### config.mk
export PLATFORM = sky130hd
export DESIGN_NAME = spi_cmd_xact
export DESIGN_NICKNAME = d
export VERILOG_FILES = /design/src/rtl/spix_pkg.sv /design/src/rtl/spix_decode.sv /design/src/rtl/spix_ctrl.sv /design/src/rtl/spix_datapath.sv /design/src/rtl/spi_cmd_xact.sv
export SDC_FILE = /design/constraint.sdc
export NUM_CORES = 1
export LEC_CHECK = 0
export BUFFER_PORTS_ARGS = -buffer_cell sky130_fd_sc_hd__buf_2
export CORE_MARGIN = 4
export CORE_UTILIZATION = 45
export DETAILED_ROUTE_END_ITERATION = 6
export PLACE_DENSITY = 0.72
export SYNTH_ARGS = -nofsm -noshare
export SYNTH_HDL_FRONTEND = slang
export SYNTH_SLANG_ARGS = --single-unit
export TNS_END_PERCENT = 100
### constraint.sdc
create_clock -name clk -period 4.1 [get_ports clk]
set_input_delay 0.82 -clock clk [delete_from_list [all_inputs] [get_ports clk]]
set_output_delay 0.82 -clock clk [all_outputs]
set_load 0.01 [all_outputs]
### src/rtl/spix_pkg.sv
package spix_pkg;
  localparam int SLOTS  = 4;
  localparam int BYTE_W = 8;
  localparam int SEL_W  = 8;
  localparam int SLOT_IDX_W = $clog2(SLOTS);
  localparam int COUNT_W    = $clog2(SLOTS) + 1;
  localparam logic [7:0] REQ_TYPE_IN = 8'h80;
  localparam logic [7:0] REQ_CODE    = 8'h83;

  typedef enum logic [1:0] {
    ST_IDLE = 2'd0,
    ST_LOW  = 2'd1,
    ST_HIGH = 2'd2,
    ST_DONE = 2'd3
  } xferState_t;

  typedef struct packed {
    logic                  load;
    logic                  shiftBit;
    logic [SLOT_IDX_W-1:0] slotSel;
    logic                  selOn;
    logic                  selOff;
    logic                  clkHigh;
    logic                  clkLow;
  } dpCtl_t;
endpackage

### src/rtl/spix_decode.sv
module spix_decode
  import spix_pkg::*;
(
  input  logic [63:0]                 setupPkt,
  output logic                        isCmd,
  output logic [SLOTS*BYTE_W-1:0]     txBytes,
  output logic [SEL_W-1:0]            selMask,
  output logic [7:0]                  byteCount,
  output logic                        argsOk
);
  logic [7:0] pktByte [8];
  logic [3:0] maskOnes;

  genvar k;
  generate
    for (k = 0; k < 8; k++) begin : g_bytes
      assign pktByte[k] = setupPkt[8*k +: 8];
    end
  endgenerate

  assign isCmd     = (pktByte[0] == REQ_TYPE_IN) && (pktByte[1] == REQ_CODE);
  assign selMask   = pktByte[7];
  assign byteCount = pktByte[6];

  // Value and index fields are little-endian words; high byte goes first.
  assign txBytes[0*BYTE_W +: BYTE_W] = pktByte[3];
  assign txBytes[1*BYTE_W +: BYTE_W] = pktByte[2];
  assign txBytes[2*BYTE_W +: BYTE_W] = pktByte[5];
  assign txBytes[3*BYTE_W +: BYTE_W] = pktByte[4];

  always_comb begin
    maskOnes = '0;
    for (int b = 0; b < SEL_W; b++) maskOnes = maskOnes + {3'b000, selMask[b]};
  end

  assign argsOk = (maskOnes <= 4'd1) && (byteCount <= 8'(SLOTS));
endmodule

### src/rtl/spix_ctrl.sv
module spix_ctrl
  import spix_pkg::*;
#(
  parameter int DIV_W = 8
) (
  input  logic               clk,
  input  logic               rstN,
  input  logic               reqValid,
  input  logic               argsOk,
  input  logic [7:0]         byteCount,
  input  logic [DIV_W-1:0]   halfPeriod,
  output dpCtl_t             ctl,
  output logic               busy,
  output logic               donePulse,
  output logic               doneOk,
  output logic [COUNT_W-1:0] doneCount
);
  xferState_t            state;
  logic [DIV_W-1:0]      phaseCnt;
  logic [2:0]            bitIdx;
  logic [SLOT_IDX_W-1:0] slotIdx;
  logic [SLOT_IDX_W-1:0] lastSlot;
  logic [COUNT_W-1:0]    savedCount;
  logic [DIV_W-1:0]      hpEff;
  logic                  phaseEnd;
  logic                  lastBit;
  logic                  startRun;

  assign hpEff    = (halfPeriod == '0) ? DIV_W'(1) : halfPeriod;
  assign phaseEnd = (phaseCnt >= hpEff - DIV_W'(1));
  assign lastBit  = (bitIdx == 3'd7) && (slotIdx == lastSlot);
  assign startRun = reqValid && argsOk && (byteCount != 8'd0);
  assign busy     = (state != ST_IDLE);

  always_comb begin
    ctl         = '0;
    ctl.slotSel = slotIdx;
    unique case (state)
      ST_IDLE: begin
        ctl.load  = startRun;
        ctl.selOn = startRun;
      end
      ST_LOW:  ctl.clkHigh = phaseEnd;
      ST_HIGH: begin
        ctl.shiftBit = phaseEnd;
        ctl.clkLow   = phaseEnd;
        ctl.selOff   = phaseEnd && lastBit;
      end
      default: ;
    endcase
  end

  always_ff @(posedge clk or negedge rstN) begin
    if (!rstN) begin
      state      <= ST_IDLE;
      phaseCnt   <= '0;
      bitIdx     <= '0;
      slotIdx    <= '0;
      lastSlot   <= '0;
      savedCount <= '0;
      donePulse  <= 1'b0;
      doneOk     <= 1'b0;
      doneCount  <= '0;
    end else begin
      donePulse <= 1'b0;
      unique case (state)
        ST_IDLE: begin
          if (reqValid) begin
            if (!argsOk) begin
              donePulse <= 1'b1;
              doneOk    <= 1'b0;
              doneCount <= '0;
            end else if (byteCount == 8'd0) begin
              donePulse <= 1'b1;
              doneOk    <= 1'b1;
              doneCount <= '0;
            end else begin
              state      <= ST_LOW;
              phaseCnt   <= '0;
              bitIdx     <= '0;
              slotIdx    <= '0;
              lastSlot   <= SLOT_IDX_W'(byteCount[SLOT_IDX_W-1:0] - 1'b1);
              savedCount <= byteCount[COUNT_W-1:0];
            end
          end
        end
        ST_LOW: begin
          if (phaseEnd) begin
            phaseCnt <= '0;
            state    <= ST_HIGH;
          end else begin
            phaseCnt <= phaseCnt + DIV_W'(1);
          end
        end
        ST_HIGH: begin
          if (phaseEnd) begin
            phaseCnt <= '0;
            if (lastBit) begin
              state <= ST_DONE;
            end else begin
              state <= ST_LOW;
              if (bitIdx == 3'd7) begin
                bitIdx  <= '0;
                slotIdx <= slotIdx + SLOT_IDX_W'(1);
              end else begin
                bitIdx <= bitIdx + 3'd1;
              end
            end
          end else begin
            phaseCnt <= phaseCnt + DIV_W'(1);
          end
        end
        ST_DONE: begin
          donePulse <= 1'b1;
          doneOk    <= 1'b1;
          doneCount <= savedCount;
          state     <= ST_IDLE;
        end
        default: state <= ST_IDLE;
      endcase
    end
  end
endmodule

### src/rtl/spix_datapath.sv
module spix_datapath
  import spix_pkg::*;
(
  input  logic                    clk,
  input  logic                    rstN,
  input  dpCtl_t                  ctl,
  input  logic [SLOTS*BYTE_W-1:0] txBytes,
  input  logic [SEL_W-1:0]        selMask,
  input  logic                    misoIn,
  output logic                    sclkOut,
  output logic                    mosiOut,
  output logic [SEL_W-1:0]        csN,
  output logic [SLOTS*BYTE_W-1:0] resultBytes
);
  logic [SLOTS-1:0][BYTE_W-1:0] slotBus;

  genvar s;
  generate
    for (s = 0; s < SLOTS; s++) begin : g_slot
      logic [BYTE_W-1:0] slotQ;
      always_ff @(posedge clk or negedge rstN) begin
        if (!rstN) begin
          slotQ <= '0;
        end else if (ctl.load) begin
          slotQ <= txBytes[s*BYTE_W +: BYTE_W];
        end else if (ctl.shiftBit && (ctl.slotSel == SLOT_IDX_W'(s))) begin
          // rotate: top bit has gone out on MOSI, received bit enters bottom
          slotQ <= {slotQ[BYTE_W-2:0], misoIn};
        end
      end
      assign slotBus[s] = slotQ;
      assign resultBytes[s*BYTE_W +: BYTE_W] = slotQ;
    end
  endgenerate

  assign mosiOut = slotBus[ctl.slotSel][BYTE_W-1];

  always_ff @(posedge clk or negedge rstN) begin
    if (!rstN) begin
      sclkOut <= 1'b0;
      csN     <= '1;
    end else begin
      if (ctl.clkHigh)     sclkOut <= 1'b1;
      else if (ctl.clkLow) sclkOut <= 1'b0;
      if (ctl.selOn)       csN <= ~selMask;
      else if (ctl.selOff) csN <= '1;
    end
  end
endmodule

### src/rtl/spi_cmd_xact.sv
module spi_cmd_xact
  import spix_pkg::*;
#(
  parameter int DIV_W = 8
) (
  input  logic               clk,
  input  logic               rstN,
  input  logic               setupValid,
  input  logic [63:0]        setupPkt,
  input  logic [DIV_W-1:0]   halfPeriod,
  input  logic               misoIn,
  output logic               sclkOut,
  output logic               mosiOut,
  output logic [7:0]         csN,
  output logic               busy,
  output logic               donePulse,
  output logic               doneOk,
  output logic [2:0]         doneCount,
  output logic [31:0]        resultBytes
);
  logic                    isCmd;
  logic [SLOTS*BYTE_W-1:0] txBytes;
  logic [SEL_W-1:0]        selMask;
  logic [7:0]              byteCount;
  logic                    argsOk;
  dpCtl_t                  ctl;

  spix_decode u_decode (
    .setupPkt  (setupPkt),
    .isCmd     (isCmd),
    .txBytes   (txBytes),
    .selMask   (selMask),
    .byteCount (byteCount),
    .argsOk    (argsOk)
  );

  spix_ctrl #(.DIV_W(DIV_W)) u_ctrl (
    .clk        (clk),
    .rstN       (rstN),
    .reqValid   (setupValid && isCmd),
    .argsOk     (argsOk),
    .byteCount  (byteCount),
    .halfPeriod (halfPeriod),
    .ctl        (ctl),
    .busy       (busy),
    .donePulse  (donePulse),
    .doneOk     (doneOk),
    .doneCount  (doneCount)
  );

  spix_datapath u_dp (
    .clk         (clk),
    .rstN        (rstN),
    .ctl         (ctl),
    .txBytes     (txBytes),
    .selMask     (selMask),
    .misoIn      (misoIn),
    .sclkOut     (sclkOut),
    .mosiOut     (mosiOut),
    .csN         (csN),
    .resultBytes (resultBytes)
  );
endmodule

# Yosys cells after proc, flatten, opt, wreduce, memory -nomap -nowiden
# Index checks and enable logic that the tools add are counted.
[totals] out_inout_bits=48 in_bits=76 word_cells=141 register_bits=66
[op_classes] bitwise_logic=2 n_lt_le_gt_ge=4 n_reduce_logical=33 n_eq_ne=18 add_sub_neg=12 n_mux=57
[ops] operator="$mux W8" n=16
[ops] operator="$mux W3" n=9
[ops] operator="$add A4 B1 Y4" n=6
[ops] operator="$mux W2" n=12
[ops] operator="$reduce_bool A2 Y1" n=10
[ops] operator="$bmux W8 S2" n=1
[ops] operator="$eq A8 B8 Y1 const B" n=2
[ops] operator="$logic_not A8 Y1" n=2
[ops] operator="$pmux W8 S2" n=1
[ops] operator="$mux W1" n=12
[ops] operator="$pmux W3 S2" n=2
[ops] operator="$logic_and A1 B1 Y1" n=11
[ops] operator="$ne A2 B1 Y1 const B" n=5
[ops] operator="$add A8 B1 Y8 const B" n=1
[ops] operator="$eq A2 B2 Y1 const B" n=4
[ops] operator="$ge A8 B8 Y1" n=1
[ops] operator="$le A8 B3 Y1 const B" n=1
[ops] operator="$not A8 Y8" n=1
[ops] operator="$pmux W2 S4" n=1
[ops] operator="$reduce_and A4 Y1" n=2
[ops] operator="$reduce_bool A8 Y1" n=1
[ops] operator="$sub A8 B1 Y8 const B" n=1
[ops] operator="$reduce_and A7 Y1" n=1
[ops] operator="$reduce_and A6 Y1" n=1
[ops] operator="18 further kinds" n=22

# Logic depth before layout (Yosys ltp)
[logic_depth] ltp_word=13 mapped_depth=15 ltp_nobuf=15

# Modules after synthesis
# Synthesis repeated with hierarchy kept, for this count alone.
[unflattened] cells_unflattened=484 area_unflattened_um2=4320.4
[by_module_without_submodules] module="spix_datapath" seq_area_each_um2=1036.0 area_each_um2=1948.1 n_inst=1 cells_per_inst=213
[by_module_without_submodules] module="spix_ctrl" seq_area_each_um2=625.6 area_each_um2=1767.9 n_inst=1 cells_per_inst=194
[by_module_without_submodules] module="spix_decode" seq_area_each_um2=0.0 area_each_um2=598.1 n_inst=1 cells_per_inst=76
[by_module_without_submodules] module="spi_cmd_xact" seq_area_each_um2=0.0 area_each_um2=6.3 n_inst=1 cells_per_inst=1

# Worst setup path after synthesis
# Ideal clock, no wire load.
[synth_timing] kind="input to register" start="in setupPkt[56]" end="reg u_ctrl.phaseCnt[4]" n_path_buf=0 arrival_ps=4169 t_required_ps=3979 stages=12 setup_ps=121 path_slack_ps=-190 path_cell_list="ha_1 inv_1 fa_1 fa_1 fa_1 fa_1 nor2_1 a31oi_1 or4_4 a21boi_4 a31o_1 a22o_1"
[synth_between] elab_chain_len=11
[synth_lines] item="from (decl)" line_no="spi_cmd_xact.sv:9" source="input logic [63:0] setupPkt,"
[synth_lines] item="$add A1 B1 Y2" line_no="spix_decode.sv:33" source="for (int b = 0; b < SEL_W; b++) maskOnes = maskOnes + {3'b000, selMask[b]};"
[synth_lines] item="$add A4 B1 Y4 (6 in a row)" line_no="spix_decode.sv:33"
[synth_lines] item="$le A4 B1 Y1" line_no="spix_decode.sv:36" source="assign argsOk = (maskOnes <= 4'd1) && (byteCount <= 8'(SLOTS));"
[synth_lines] item="$logic_and A1 B1 Y1" line_no="spix_decode.sv:36"
[synth_lines] item="$ne A2 B1 Y1 (no line)"
[synth_lines] item="$reduce_and A4 Y1 (no line)"
[synth_lines] item="to (signal assigned)" line_no="spix_ctrl.sv:92" source="phaseCnt <= phaseCnt + DIV_W'(1);"
[synth_lines] item="to (signal assigned)" line_no="spix_ctrl.sv:110" source="phaseCnt <= phaseCnt + DIV_W'(1);"
[synth_lines] item="to (decl)" line_no="spix_ctrl.sv:19" source="logic [DIV_W-1:0] phaseCnt;"
# No other way between the ends.
# A chain may end at the register's enable or synchronous reset.

# Final worst setup path
[layout_timing] start="in setupPkt[57]" end="reg u_ctrl.phaseCnt[5]"
# Same word-level chain as after synthesis.

==> flow_summary.ini <==
[run_status]
outcome = finished clean

[pwr]
p_leak_nw = 2.75
irDropWorstVdd_v = 0.000212
seq_power_share_pct = 38.2
power_density_mw_per_mm2 = 393
total_power_mw = 1.95
p_clk_share_pct = 27.5
p_int_mw = 1.27
swShare_pct = 35.0
comb_power_share_pct = 34.3
power.switching_mw = 0.681

[die]
die_h_um = 101
dieArea_mm2 = 0.0102
start_util_pct = 46.9
num_rows = 33
ioPinCount = 124
die_x_um = 101
coreArea_mm2 = 0.00834

[grt]
grt-ovfl-total = 0
grt_use_met2_pct = 31.6
grt_max_degree = 43
grt_pass1_wl_um = 15800
grt_usage_pct = 19.1
grtUsageMet3_pct = 5.85
grt.busiest_layer = met2
first_global_vias = 3436
antenna_found_initial = 0
grt_util_met1_pct = 24.5

[clock_tree]
cts_tree = built
clk_pin_slew_worst_paths_ns = 0.07
clock_latency_ns = 0.35
max-clock-path-buffers = 2
cts.sinks = 66
cts_made_buffers = 9
cts_hold_buf = 0
htree_levels = 3
cts_root_buffer = clkbuf_8
cts_setup_buffers = 0
ctsResizeCount = 0

[critical_path]
regToRegSetupSlack_ns = 1.67
worstPathArrival_ns = 4.30
critPathLaunchType = input port
end_kind = flip-flop
crit_fanout = 5
critical_path_class = input port to flip-flop
crit_required_ns = 4.33

[placement]
gp_congestion = 0.839
dp_hpwl_um = 7200
dpl_worst_slack_ns = -0.336
io_buffers = 123
place_inst = 618

[synthesis]
synth_cell_types = 51
synth_edf_count = 0
yosysSeqAreaShare_pct = 42.5
syn_inst = 390
synthesis.nets = 494
syn_area_per_cell_um2 = 10.0
synth-seq-cells = 66
async_flop_share_pct = 100
synth_ff_type = dfrtp_1
synth_area_mm2 = 0.00391
yosysWarningCount = 0

[timing]
worst_slew_pin_slew_ns = 0.742
setup_viol = 0
hold_viol = 0
fin_skew_ns = 0.00914
fin_crit_sh_pct = 99.2
slew_headroom_pct = 50.5
rsz0062_at_grt = yes
finalCriticalPeriod_ns = 4.07
max_freq_mhz = 246
holdWs_ns = 0.454
finalMaxSlewViolations = 0
worst_slack_ns = 0.0338

[route]
drcViolationCount = 0
vias = 3358
finalWirelength_um = 9490
drtPass1Iterations = 4
ant_nets = 0
drtIter0Drc = 73
wl_per_cell_um = 15.0
vias_per_cell = 5.30

[layout]
fin_util_pct = 59.4
antenna_cells = 0
nets = 628
drive_above_1_share_pct = 34.8
final_cells = 634
area_growth_pct = 26.8

[worst_hold_path]
hp-class = input port to async pin

[job]
drv_cap = 0
[cell usage after synthesis, types with 2 or more instances]
| cell | count | area share, % |
|---|---|---|
| a31o_1 | 2 | 0.45 |
| nand4_1 | 2 | 0.32 |
| nor2b_1 | 4 | 0.64 |
| or4_4 | 2 | 0.58 |
| o21ai_0 | 10 | 1.3 |
| xor2_1 | 5 | 1.1 |
| nand3_1 | 9 | 1.2 |
| nor4_1 | 2 | 0.32 |
| fa_1 | 4 | 2.0 |
| nand2b_1 | 3 | 0.48 |
| inv_1 | 29 | 2.8 |
| o21bai_1 | 3 | 0.58 |
| nand2_1 | 22 | 2.1 |
| nor2_1 | 49 | 4.7 |
| dfstp_2 | 8 | 5.4 |
| a211oi_1 | 8 | 1.5 |
| a22o_1 | 7 | 1.6 |
| ha_1 | 24 | 7.7 |
| xnor2_1 | 5 | 1.1 |
| dfrtp_1 | 58 | 37 |
| a31oi_1 | 3 | 0.48 |
| nor3_1 | 4 | 0.51 |
| mux2i_1 | 37 | 9.5 |
| buf_2 | 5 | 0.64 |
| clkbuf_1 | 9 | 0.86 |
| o211ai_4 | 4 | 2.2 |
| and3_1 | 3 | 0.48 |
| a21oi_1 | 46 | 5.9 |
[registers in the layout, summed over array words and instances (netlist names)]
signal and cells:
u_ctrl.donePulse 1, u_ctrl.lastSlot 2, u_dp.csN 8, u_dp.g_slot.slotQ 32, u_ctrl.savedCount 3, u_ctrl.bitIdx 3
u_ctrl.doneCount 3, u_dp.sclkOut 1, u_ctrl.phaseCnt 8, u_ctrl.doneOk 1, u_ctrl.slotIdx 2, u_ctrl.state 2
[routing by layer]
layer	share of wire [%]	wire length (um)	vias to the layer above
met5	0	0	-
met4	1.7	162	0
met1	43	4110	1607
li1	-	-	1639
met2	48	4590	92
met3	6.6	622	20
[through the flow]
step                setup TNS, ns  cell area [um2]
global route              -0.0847             4960
CTS                             0             4940
finish                          0             4960
floorplan                  -0.219             3940
detailed placement         -13.48             4750
global placement           -10.13             4750
[power groups by stage]
stage,Sequential (mW),Combinational [mW],Clock (mW)
finish,0.743,0.667,0.535
global route,0.751,0.740,0.579
CTS,0.744,0.659,0.548
detailed placement,0.755,0.655,0
global placement,0.754,0.632,0
floorplan,0.751,0.445,0
[worst max-delay path, stage by stage]
cell      delay (ns)
buf_6           0.10
ha_4            0.25
inv_2           0.03
fa_1            0.49
fa_1            0.43
fa_2            0.37
fa_2            0.55
nand4b_1        0.10
or4_4           0.54
a21boi_4        0.17
a31o_1          0.20
a22o_1          0.23
[placed cells by master, fill, tap and decap left out, drive strengths merged, types with 4 or more instances in the layout]
| cell | synthesis | routed |
|---|---|---|
| fa | 4 | 4 |
| nor2b | 4 | 4 |
| clkbuf | 9 | 11 |
| nor2 | 49 | 49 |
| mux2i | 37 | 37 |
| xor2 | 5 | 5 |
| o21ai | 11 | 11 |
| a22o | 7 | 7 |
| buf | 5 | 137 |
| a21oi | 47 | 47 |
| o211ai | 4 | 4 |
| dfstp | 8 | 8 |
| ha | 24 | 24 |
| nand3 | 9 | 9 |
| dfrtp | 58 | 58 |
| a211oi | 8 | 8 |
| inv | 29 | 29 |
| nand2 | 22 | 22 |
| xnor2 | 5 | 5 |
| nor3 | 4 | 4 |
| and3 | 4 | 4 |
[logic make-up after synthesis]
family	Yosys count	share of synthesized area [%]
and+or+nand+nor	111	14.3
buffers and inverters	43	4.29
AOI/OAI and AO/OA	94	16.8
xor gates and xnor gates	10	2.24
muxes	38	10.1
DFF	66	42.5
adders and majority gates	28	9.73
[path summary, 6_finish.rpt]
check	startpoint	end	cells after the start
worst max-delay path	setupPkt[57]	u_ctrl.phaseCnt[5]	12
worst min-delay path	rstN	u_dp.g_slot[1].slotQ[3]	1
worst max register to register	u_ctrl.phaseCnt[4]	u_ctrl.slotIdx[1]	8
worst min register to register	u_ctrl.savedCount[2]	u_ctrl.savedCount[2]	2
max in group asynchronous	rstN	u_dp.csN[6]	2
min in group clk	u_ctrl.savedCount[2]	u_ctrl.savedCount[2]	2
[layout make-up]
type,instances,area [um2]
clock buffers,11,131
inverters,29,109
well taps,105,131
flip-flops and latches,66,1660
fillers,727,3380
clock inverters,5,55.1
multi-input cells,281,2110
repair buffers,137,762
Power figures use the tool's default switching activity.
